## src/rtl/psh_pkg.sv

```systemverilog
// Package: shared constants and types for the phase-shift PWM generator.
// Assumes: nothing beyond IEEE 1800-2017 semantics.
package psh_pkg;

    // Smallest master period the counter can run with.
    localparam int unsigned PSH_MIN_PERIOD = 2;

    // Slave one-pulse counter state.
    typedef enum logic {
        SLV_IDLE = 1'b0,
        SLV_RUN  = 1'b1
    } psh_slv_state_e;

endpackage

```

## src/rtl/psh_cfg_shadow.sv

```systemverilog
// Module: psh_cfg_shadow
// Holds the active copy of the runtime settings. It loads all four settings
// together on the load strobe the master raises at a period boundary.
// Assumes: load is a single-cycle strobe. The settings can change freely between loads.
module psh_cfg_shadow
    import psh_pkg::*;
#(
    parameter int unsigned W = 16
) (
    input  logic         clk,
    input  logic         rst_n,
    input  logic         load,
    input  logic [W-1:0] cfg_period,
    input  logic [W-1:0] cfg_duty,
    input  logic [W-1:0] cfg_phase,
    input  logic [W-1:0] cfg_width,
    output logic [W-1:0] act_per,
    output logic [W-1:0] act_duty,
    output logic [W-1:0] act_phase,
    output logic [W-1:0] act_width
);

    localparam logic [W-1:0] MIN_PER = W'(PSH_MIN_PERIOD);

    logic [W-1:0] per_clamped;

    // Raise short periods to the minimum the counter supports.
    always_comb begin
        per_clamped = (cfg_period < MIN_PER) ? MIN_PER : cfg_period;
    end

    // Capture all settings together at the period boundary.
    always_ff @(posedge clk) begin
        if (!rst_n) begin
            act_per   <= MIN_PER;
            act_duty  <= '0;
            act_phase <= '0;
            act_width <= '0;
        end else if (load) begin
            act_per   <= per_clamped;
            act_duty  <= cfg_duty;
            act_phase <= cfg_phase;
            act_width <= cfg_width;
        end
    end

endmodule

```

## src/rtl/psh_master_ctr.sv

```systemverilog
// Module: psh_master_ctr
// Free-running period counter. It drives the reference compare, the internal
// phase channel and its falling-edge trigger. After reset it spends one idle
// cycle loading the settings, then runs 0..act_per-1 without stopping.
// Assumes: act_per >= 2 (guaranteed by psh_cfg_shadow).
module psh_master_ctr #(
    parameter int unsigned W = 16
) (
    input  logic         clk,
    input  logic         rst_n,
    input  logic [W-1:0] act_per,
    input  logic [W-1:0] act_duty,
    input  logic [W-1:0] act_phase,
    output logic         load,
    output logic         ref_c,
    output logic         phase_c,
    output logic         trig_c,
    output logic [W-1:0] m_cnt
);

    logic first_q;
    logic wrap;

    // Flag the single loading cycle that follows reset.
    always_ff @(posedge clk) begin
        if (!rst_n) begin
            first_q <= 1'b1;
        end else begin
            first_q <= 1'b0;
        end
    end

    // Detect the last count of the period and request a load there.
    always_comb begin
        wrap = !first_q && (m_cnt == act_per - 1'b1);
        load = first_q || wrap;
    end

    // Count through the period and restart at zero.
    always_ff @(posedge clk) begin
        if (!rst_n) begin
            m_cnt <= '0;
        end else if (first_q || wrap) begin
            m_cnt <= '0;
        end else begin
            m_cnt <= m_cnt + 1'b1;
        end
    end

    // Compare outputs: reference, phase channel and the phase channel's falling edge.
    always_comb begin
        ref_c   = !first_q && (m_cnt < act_duty);
        phase_c = !first_q && (m_cnt < act_phase);
        trig_c  = !first_q && (act_phase != '0) && (m_cnt == act_phase);
    end

endmodule

```

## src/rtl/psh_slave_ctr.sv

```systemverilog
// Module: psh_slave_ctr
// One-pulse slave counter. It rests with the count at 0. A trigger starts it
// with count 1 and the width captured at that moment. It stays high while it
// counts up to that width, then clears itself and the count. Triggers that
// arrive while it runs are ignored.
// Assumes: trig is a single-cycle pulse from the master.
module psh_slave_ctr
    import psh_pkg::*;
#(
    parameter int unsigned W = 16
) (
    input  logic         clk,
    input  logic         rst_n,
    input  logic         trig,
    input  logic [W-1:0] act_width,
    output logic         s_run,
    output logic [W-1:0] s_cnt,
    output logic [W-1:0] s_width
);

    psh_slv_state_e state_q;
    logic           start;
    logic           finish;

    // Decide whether this cycle starts or ends a pulse.
    always_comb begin
        start  = (state_q == SLV_IDLE) && trig && (act_width != '0);
        finish = (state_q == SLV_RUN) && (s_cnt == s_width);
        s_run  = (state_q == SLV_RUN);
    end

    // Run/idle sequencing together with the pulse counter.
    always_ff @(posedge clk) begin
        if (!rst_n) begin
            state_q <= SLV_IDLE;
            s_cnt   <= '0;
            s_width <= '0;
        end else if (start) begin
            state_q <= SLV_RUN;
            s_cnt   <= W'(1);
            s_width <= act_width;
        end else if (finish) begin
            state_q <= SLV_IDLE;
            s_cnt   <= '0;
        end else if (state_q == SLV_RUN) begin
            s_cnt   <= s_cnt + 1'b1;
        end
    end

endmodule

```

## src/rtl/psh_pwm_top.sv

```systemverilog
// Module: psh_pwm_top
// Phase-shifted PWM pair. The master counter makes the reference and fires a
// trigger at the phase compare. The trigger starts a one-pulse slave whose
// output is the shifted PWM. All three outputs are registered so they leave
// the block free of glitches and with equal latency.
// Assumes: synchronous active-low reset. The settings may change at any time.
module psh_pwm_top #(
    parameter int unsigned W = 16
) (
    input  logic         clk,
    input  logic         rst_n,
    input  logic [W-1:0] cfg_period,
    input  logic [W-1:0] cfg_duty,
    input  logic [W-1:0] cfg_phase,
    input  logic [W-1:0] cfg_width,
    output logic         ref_pwm_o,
    output logic         shift_pwm_o,
    output logic         trig_o
);

    logic         load;
    logic [W-1:0] act_per;
    logic [W-1:0] act_duty;
    logic [W-1:0] act_phase;
    logic [W-1:0] act_width;
    logic         ref_c;
    logic         phase_c;
    logic         trig_c;
    logic [W-1:0] m_cnt;
    logic         slv_run;
    logic [W-1:0] slv_cnt;
    logic [W-1:0] slv_width;

    psh_cfg_shadow #(.W(W)) u_shadow (
        .clk        (clk),
        .rst_n      (rst_n),
        .load       (load),
        .cfg_period (cfg_period),
        .cfg_duty   (cfg_duty),
        .cfg_phase  (cfg_phase),
        .cfg_width  (cfg_width),
        .act_per    (act_per),
        .act_duty   (act_duty),
        .act_phase  (act_phase),
        .act_width  (act_width)
    );

    psh_master_ctr #(.W(W)) u_master (
        .clk        (clk),
        .rst_n      (rst_n),
        .act_per    (act_per),
        .act_duty   (act_duty),
        .act_phase  (act_phase),
        .load       (load),
        .ref_c      (ref_c),
        .phase_c    (phase_c),
        .trig_c     (trig_c),
        .m_cnt      (m_cnt)
    );

    psh_slave_ctr #(.W(W)) u_slave (
        .clk        (clk),
        .rst_n      (rst_n),
        .trig       (trig_c),
        .act_width  (act_width),
        .s_run      (slv_run),
        .s_cnt      (slv_cnt),
        .s_width    (slv_width)
    );

    // Output register stage for all three waveforms.
    always_ff @(posedge clk) begin
        if (!rst_n) begin
            ref_pwm_o   <= 1'b0;
            shift_pwm_o <= 1'b0;
            trig_o      <= 1'b0;
        end else begin
            ref_pwm_o   <= ref_c;
            shift_pwm_o <= slv_run;
            trig_o      <= trig_c;
        end
    end

endmodule

```

## config.mk

```make
export PLATFORM = sky130hd
export DESIGN_NAME = psh_pwm_top
export DESIGN_NICKNAME = d
export VERILOG_FILES = /design/src/rtl/psh_pkg.sv /design/src/rtl/psh_cfg_shadow.sv /design/src/rtl/psh_master_ctr.sv /design/src/rtl/psh_slave_ctr.sv /design/src/rtl/psh_pwm_top.sv
export SDC_FILE = /design/constraint.sdc
export NUM_CORES = 1
export LEC_CHECK = 0
export ABC_AREA = 1
export CORE_MARGIN = 5
export CORE_UTILIZATION = 40
export DETAILED_ROUTE_END_ITERATION = 7
export DONT_BUFFER_PORTS = 1
export HOLD_SLACK_MARGIN = 0.03
export MAX_ROUTING_LAYER = met4
export PLACE_DENSITY = 0.55
export RECOVER_POWER = 100
export SYNTH_ARGS = -nofsm -noshare
export SYNTH_HDL_FRONTEND = slang
export SYNTH_HIERARCHICAL = 1
export SYNTH_SLANG_ARGS = --single-unit
```

## constraint.sdc

```tcl
create_clock -name clk -period 1.93 [get_ports clk]
set_input_delay 0.386 -clock clk [delete_from_list [all_inputs] [get_ports clk]]
set_output_delay 0.386 -clock clk [all_outputs]
set_load 0.02 [all_outputs]
```

==> flow_metrics.env, run 1 <==
export IMPL_status="complete, but fails checks"
export IMPL_violations="setup timing"
export IMPL_rsz0062_at_grt="true"
export IMPL_clkSinkCount=117
export IMPL_worst_ep_required_time_ps=2240
export IMPL_start_kind="register"
export IMPL_stdcell_area_um2=8970
export IMPL_layout_min_cycle_time_ps=2130
export IMPL_r2r_slack_ps=-200
export IMPL_tightest_slew_ps=392
export IMPL_avgRoutedWirePerCell_um=15.5
export IMPL_core_area_um2=15700
export IMPL_die_y_um=136
export IMPL_skew_ps=14.3
export IMPL_ctsHtreeMaxLevel=4
export IMPL_fillers=1425
export IMPL_cts_root_buffer="clkbuf_16"
export IMPL_finalNetCount=1088
export IMPL_antenna_left=0
export IMPL_grt_pass1_vias=5755
export IMPL_hold_violations=0
export IMPL_vdd_drop_max_mv=0.644
export IMPL_setup_violations_final=114
export IMPL_grt_max_degree=87
export IMPL_post_route_period_util_pct=110
export IMPL_drv_cap=0
export IMPL_firstDrtPassIters=5
export IMPL_io_buffer_count=0
export IMPL_p_per_area_nw_per_um2=785
export IMPL_p_leak_nw=3.79
export IMPL_ys_warn_count=6
export IMPL_die_width_um=136
export IMPL_insertedDiodeCount=0
export IMPL_endpoint_kind="register"
export IMPL_ff_latch_area_um2=2370
export IMPL_clock_latency_ps=430
export IMPL_place_area_um2=6820
export IMPL_post_route_drc_count=0
export IMPL_vias=5887
export IMPL_initial_core_util_pct=40.3
export IMPL_busiest_layer="met2"
export IMPL_drive_gt1_share_pct=33.3
export IMPL_final_cell_mix="nand2_1 (147), nor2_1 (135), inv_1 (105)"
export IMPL_ios=69
export IMPL_area_growth_pct=42.2
export IMPL_multi_input_area_um2=4070
export IMPL_clk_pin_slew_ps=60
export IMPL_holdCritPathClass="in2reg"
export IMPL_setup_tns_ps=-14770
export IMPL_antenna_found_initial=0
export IMPL_fmaxAchievable_ghz=0.470
export IMPL_synth_cells=903
export IMPL_hpwlAfterDp_um=11000
export IMPL_track_usage_pct=21.4
export IMPL_dieArea_um2=18400
export IMPL_drtIter0Drc=325
export IMPL_slew_headroom_pct=73.7
export IMPL_met1_usage_pct=25.1
export IMPL_grt_ovfl_total=0
export IMPL_criticalPathCategory="reg2reg"
export IMPL_clock_tree_buffer_depth=2
export IMPL_cts_buffers=17
export IMPL_postRouteWirelength_um=18800
export IMPL_synth_avg_cell_area_um2=6.98
export IMPL_hold_slack_ps=69.6
export IMPL_layout_setup_ws_ps=-198
export IMPL_syn_area_um2=6310
export IMPL_worstPathArrival_ps=2440
export IMPL_rows=46
export IMPL_cts_tree="built"
export IMPL_syn_num_nets=1003
export IMPL_avgViaCountPerCell=4.84
export IMPL_met3_usage_pct=4.42
export IMPL_grt_pass1_wl_um=29200
export IMPL_slew_viol_final=0
export IMPL_gr_usage_met2_pct=35.8
export IMPL_final_common_cell="nand2_1"
export IMPL_routabilityCongestion=0.854
export IMPL_worstPathMaxFanout=8
[critical path: stages, from the launching register on]
cell	delay [ps]
dfxtp_4	360
inv_4	60
ha_4	160
nand2_8	70
nor2_4	140
nand2_1	70
nand2_1	70
nand2_1	70
nor2_1	110
nand2_1	70
nor2_2	110
nand2_2	100
nand2_8	130
buf_8	130
buf_12	150
inv_16	70
nor2_2	80
nor2_1	50
[routing by layer]
layer / wire (µm) / part of all wire [%] / up-vias
met5: 0 / 0 / -
met4: 587 / 3.1 / 0
met3: 740 / 3.9 / 37
met2: 9460 / 50 / 129
met1: 8030 / 43 / 2739
li1: - / - / 2982
[cell type report]
type,instances,area share (%)
multi-input cells,637,45.4
flip-flops and latches,117,26.5
repair buffers,87,11.2
inverters,121,5.38
clock buffers,19,4.94
well taps,216,3.01
clock inverters,12,2.27
repair inverters,7,1.34
[through the flow]
stage | util [%] | std cells | worst slack (ps) | total power [mW]
after detailed placement | 43.6 | 1148 | -246 | 3.23
after floorplan | - | 903 | 2.63 | 3.08
after CTS | 54.5 | 1210 | -139 | 6.99
final | 57.3 | 1216 | -198 | 7.04
after global routing | 57.3 | 1216 | -340 | 7.31
after global placement | 43.6 | 1148 | -267 | 3.22
[registers in the layout, indices dropped and copies added (netlist names)]
name / count
u_master/first_q: 1
u_master/m_cnt: 16
trig_o: 1
u_slave/s_cnt: 16
u_slave/s_width: 16
u_shadow/act_per: 16
shift_pwm_o: 1
u_shadow/act_duty: 16
u_shadow/act_width: 16
u_slave/s_run: 1
ref_pwm_o: 1
u_shadow/act_phase: 16
[final timing paths]
path	start	endpoint	depth (start not counted)
setup / recovery	u_shadow/act_per[1]$_SDFFE_PN1P_	u_shadow/act_per[8]$_SDFFE_PN0P_	17
hold / removal	cfg_phase[12]	u_shadow/act_phase[12]$_SDFFE_PN0P_	2
setup reg to reg	u_shadow/act_per[1]$_SDFFE_PN1P_	u_shadow/act_per[8]$_SDFFE_PN0P_	17
hold reg to reg	u_slave/s_width[12]$_SDFFE_PN0P_	u_slave/s_width[12]$_SDFFE_PN0P_	2
[power breakdown]
part	switching (mW)	internal, mW
Sequential	0.102	2.53
Combinational	0.497	0.426
Clock	1.18	2.32
Total	1.77	5.27
[repair_timing]
| item | 4_1_cts | 5_1_grt |
|---|---|---|
| gates resized for setup | 224 | 100 |
| buffers inserted | 16 | 5 |
| hold buffers | 1 | 0 |
| pin swaps | 30 | 28 |
| hold endpoints to repair | 1 | 0 |
| cloned | 14 | 1 |
| setup endpoints to repair | 97 | 114 |
(Power assumes the default switching activity.)
==> run 2, diff against run 1 <==
PLACE_DENSITY = default   (was 0.55)
PLACE_DENSITY_LB_ADDON = 0.3   (was default)
SYNTH_HIERARCHICAL = default   (was 1)
==> run 2 against run 1 <==
Net effect:
- the flow still finishes with violations (setup timing)
- first-iteration DRC count is 0.92% higher
- core utilization is 6.4 points lower
- area after synthesis grew 5.0%
- clock-buffer cell count is 4 higher
- final cell count grew 1.2%
- register-to-register slack hardly changed
- synthesized cell count rose by 5.4%
- sequential share of layout area up 1.7 points
- setup slack worse by 14 ps
==> flow_metrics.env, run 2 <==
export IMPL_insertedDiodeCount=0
export IMPL_final_common_cell="nand2_1"
export IMPL_p_int_mw=4.86
export IMPL_cp_endpoint="u_shadow.act_duty[10]$_SDFFE_PN0P_"
export IMPL_drtIter0Drc=328
export IMPL_clock_tree_buffer_depth=2
export IMPL_pwr_share_clk_pct=47.9
export IMPL_rows=47
export IMPL_post_route_drc_count=0
export IMPL_fillers=1578
export IMPL_ios=69
export IMPL_netlist_area_leader_share_pct=35.4
export IMPL_vias=6113
export IMPL_worst_ep_required_time_ps=2280
export IMPL_ys_types=36
export IMPL_synth_edf_count=0
export IMPL_rr_endpoint="u_shadow.act_duty[10]$_SDFFE_PN0P_"
export IMPL_grt_ovfl_total=0
export IMPL_clk_pin_slew_ps=50
export IMPL_p_sw_share_pct=25.1
export IMPL_area_growth_pct=26.1
export IMPL_p_total_mw=6.48
export IMPL_async_flop_share_pct=0
export IMPL_drive_gt1_share_pct=21.2
export IMPL_holdCritPathClass="in2reg"
export IMPL_layout_min_cycle_time_ps=2140
export IMPL_antenna_left=0
export IMPL_r2r_cells=16
export IMPL_instances_no_fill=1230
export IMPL_power_frac_comb_pct=11.8
export IMPL_synthTopCellsByArea="dfxtp_1 (35%), nand2_1 (12%), nor2_1 (9.4%), a21oi_2 (7.8%), inv_1 (5.8%)"
export IMPL_slew_headroom_pct=58.8
export IMPL_setup_tns_ps=-14840
export IMPL_avgViaCountPerCell=4.97
export IMPL_layout_setup_ws_ps=-212
export IMPL_place_area_um2=7200
export IMPL_skew_ps=7.13
export IMPL_antenna_found_initial=0
export IMPL_synth_common_cells="nand2_1 (203), nor2_1 (166), dfxtp_1 (117), inv_1 (102), nand3_1 (70)"
export IMPL_ff_latch_area_um2=2350
export IMPL_worstPathArrival_ps=2490
export IMPL_final_cell_mix="nand2_1 (199), nor2_1 (156), dfxtp_1 (110)"
export IMPL_die_y_um=139
export IMPL_clock_latency_ps=410
export IMPL_grt_pass1_vias=5421
export IMPL_vdd_drop_max_mv=0.598
export IMPL_synth_cells=952
export IMPL_hold_slack_ps=82.0
export IMPL_slew_viol_final=0
export IMPL_grt_pass1_wl_um=27700
export IMPL_track_usage_pct=17.9
export IMPL_dp_cells=1182
export IMPL_p_leak_nw=3.76
export IMPL_synth_most_common_cell="nand2_1"
export IMPL_endpoint_kind="register"
export IMPL_fmaxAchievable_ghz=0.467
export IMPL_violations="setup timing"
export IMPL_cts_tree="built"
export IMPL_core_area_um2=16400
export IMPL_postCtsHoldBufs=0
export IMPL_postRouteWirelength_um=18000
export IMPL_power_frac_seq_pct=40.3
export IMPL_p_per_area_nw_per_um2=776
export IMPL_syn_area_um2=6630
export IMPL_p_switching_mw=1.63
export IMPL_io_buffer_count=0
export IMPL_ys_warn_count=0
export IMPL_initial_core_util_pct=40.4
export IMPL_avgRoutedWirePerCell_um=14.6
export IMPL_start_kind="register"
export IMPL_clkSinkCount=117
export IMPL_finalNetCount=1081
export IMPL_r2r_slack_ps=-210
export IMPL_r2r_start="u_shadow.act_per[0]$_SDFFE_PN0P_"
export IMPL_tightest_slew_ps=618
export IMPL_yosysSeqAreaShare_pct=35.4
export IMPL_cts_root_buffer="clkbuf_16"
export IMPL_crit_path_start="u_shadow.act_per[0]$_SDFFE_PN0P_"
export IMPL_yosys_most_used_dff="dfxtp_1"
export IMPL_setup_violations_final=80
export IMPL_die_width_um=139
export IMPL_post_route_period_util_pct=111
export IMPL_grt_max_degree=86
export IMPL_hold_violations=0
export IMPL_cts_buffers=17
export IMPL_status="complete, but fails checks"
export IMPL_syn_num_nets=1036
export IMPL_drv_cap=0
export IMPL_criticalPathCategory="reg2reg"
export IMPL_ctsHtreeMaxLevel=4
export IMPL_synth_top_area_cell="dfxtp_1"
export IMPL_routabilityCongestion=0.881
export IMPL_dieArea_um2=19200
export IMPL_synth_avg_cell_area_um2=6.96
export IMPL_hpwlAfterDp_um=11800
export IMPL_worstPathMaxFanout=14
export IMPL_multi_input_area_um2=3910
export IMPL_rsz0062_at_grt="true"
export IMPL_firstDrtPassIters=6
export IMPL_stdcell_area_um2=8350
export IMPL_ys_seq_elements=117
-- run 2: area by class of cell --
class,instances,share of cell area [%]
clock buffers,23,5.72
flip-flops and latches,117,28.2
inverters,106,4.79
repair buffers,67,9.99
multi-input cells,688,46.8
well taps,220,3.30
clock inverters,9,1.21
-- run 2: logic make-up (layout without fill, tap and decap cells) --
kind of cell	count (synthesis)	in the layout	synth area share, %
adder cells (fa/ha/maj)	18	18	3.40
AND/OR/NAND/NOR	524	526	34.7
multiplexers	1	1	0.151
XOR/XNOR	42	42	5.55
flip-flops	117	117	35.4
AO/OA/AOI/OAI	101	101	11.3
buffers and inverters	149	205	9.48
-- run 2: layer usage --
metal  wire length (µm)  up-vias  track usage [%]
met4                338        0             5.77
met1               8440     2798             24.5
met5                  0        -                -
li1                   -     3140                -
met3                996       26             4.14
met2               8230      149             26.3
-- run 2: how the worst min path moves through the flow --
stage | start | endpoint | depth (start not counted)
floorplan | u_master.m_cnt[0]$_SDFF_PP0_ | u_master.m_cnt[0]$_SDFF_PP0_ | 1
global placement | u_shadow.act_width[1]$_SDFFE_PN0P_ | u_slave.s_width[1]$_SDFFE_PN0P_ | 2
detailed placement | u_shadow.act_width[1]$_SDFFE_PN0P_ | u_slave.s_width[1]$_SDFFE_PN0P_ | 2
CTS | rst_n | u_shadow.act_per[1]$_SDFFE_PN1P_ | 1
global route | rst_n | u_shadow.act_per[1]$_SDFFE_PN1P_ | 1
finish | cfg_phase[11] | u_shadow.act_phase[11]$_SDFFE_PN0P_ | 2
-- run 2: what timing repair did --
action                                 CTS  global route
setup buffers                            0             4
gates resized for setup                 20            49
gates cloned                             2            10
endpoints found under the hold margin    0             0
setup endpoints to repair               80           108
pin swaps                                9            34
-- run 2: stage by stage --
stage / setup slack (ps) / util [%]
after global routing: -343 / 50.9
after CTS: -139 / 48.1
after global placement: -217 / 43.9
after floorplan: 5.56 / -
after detailed placement: -209 / 43.9
final: -212 / 50.9
-- run 2: power groups by stage --
stage                     sequential, mW  combinational, mW  clock [mW]
final                               2.61              0.764        3.11
after global routing                2.62              0.865        3.28
after CTS                           2.61              0.691        3.15
after detailed placement            2.66              0.661           0
after global placement              2.66              0.651           0
after floorplan                     2.63              0.525           0
-- run 2: worst max-delay path, stage by stage (launching register included) --
cell and delay [ps]:
dfxtp_2 320, inv_2 80, buf_6 120, nand2_4 60, nor2_4 200, nand3_1 100
nand2_1 80, inv_1 50, nor2_1 100, nand2_1 90, nor2_4 210, buf_12 160
nand2_4 100, clkbuf_16 190, nand3_1 70, nand2_1 50, nor2_1 90
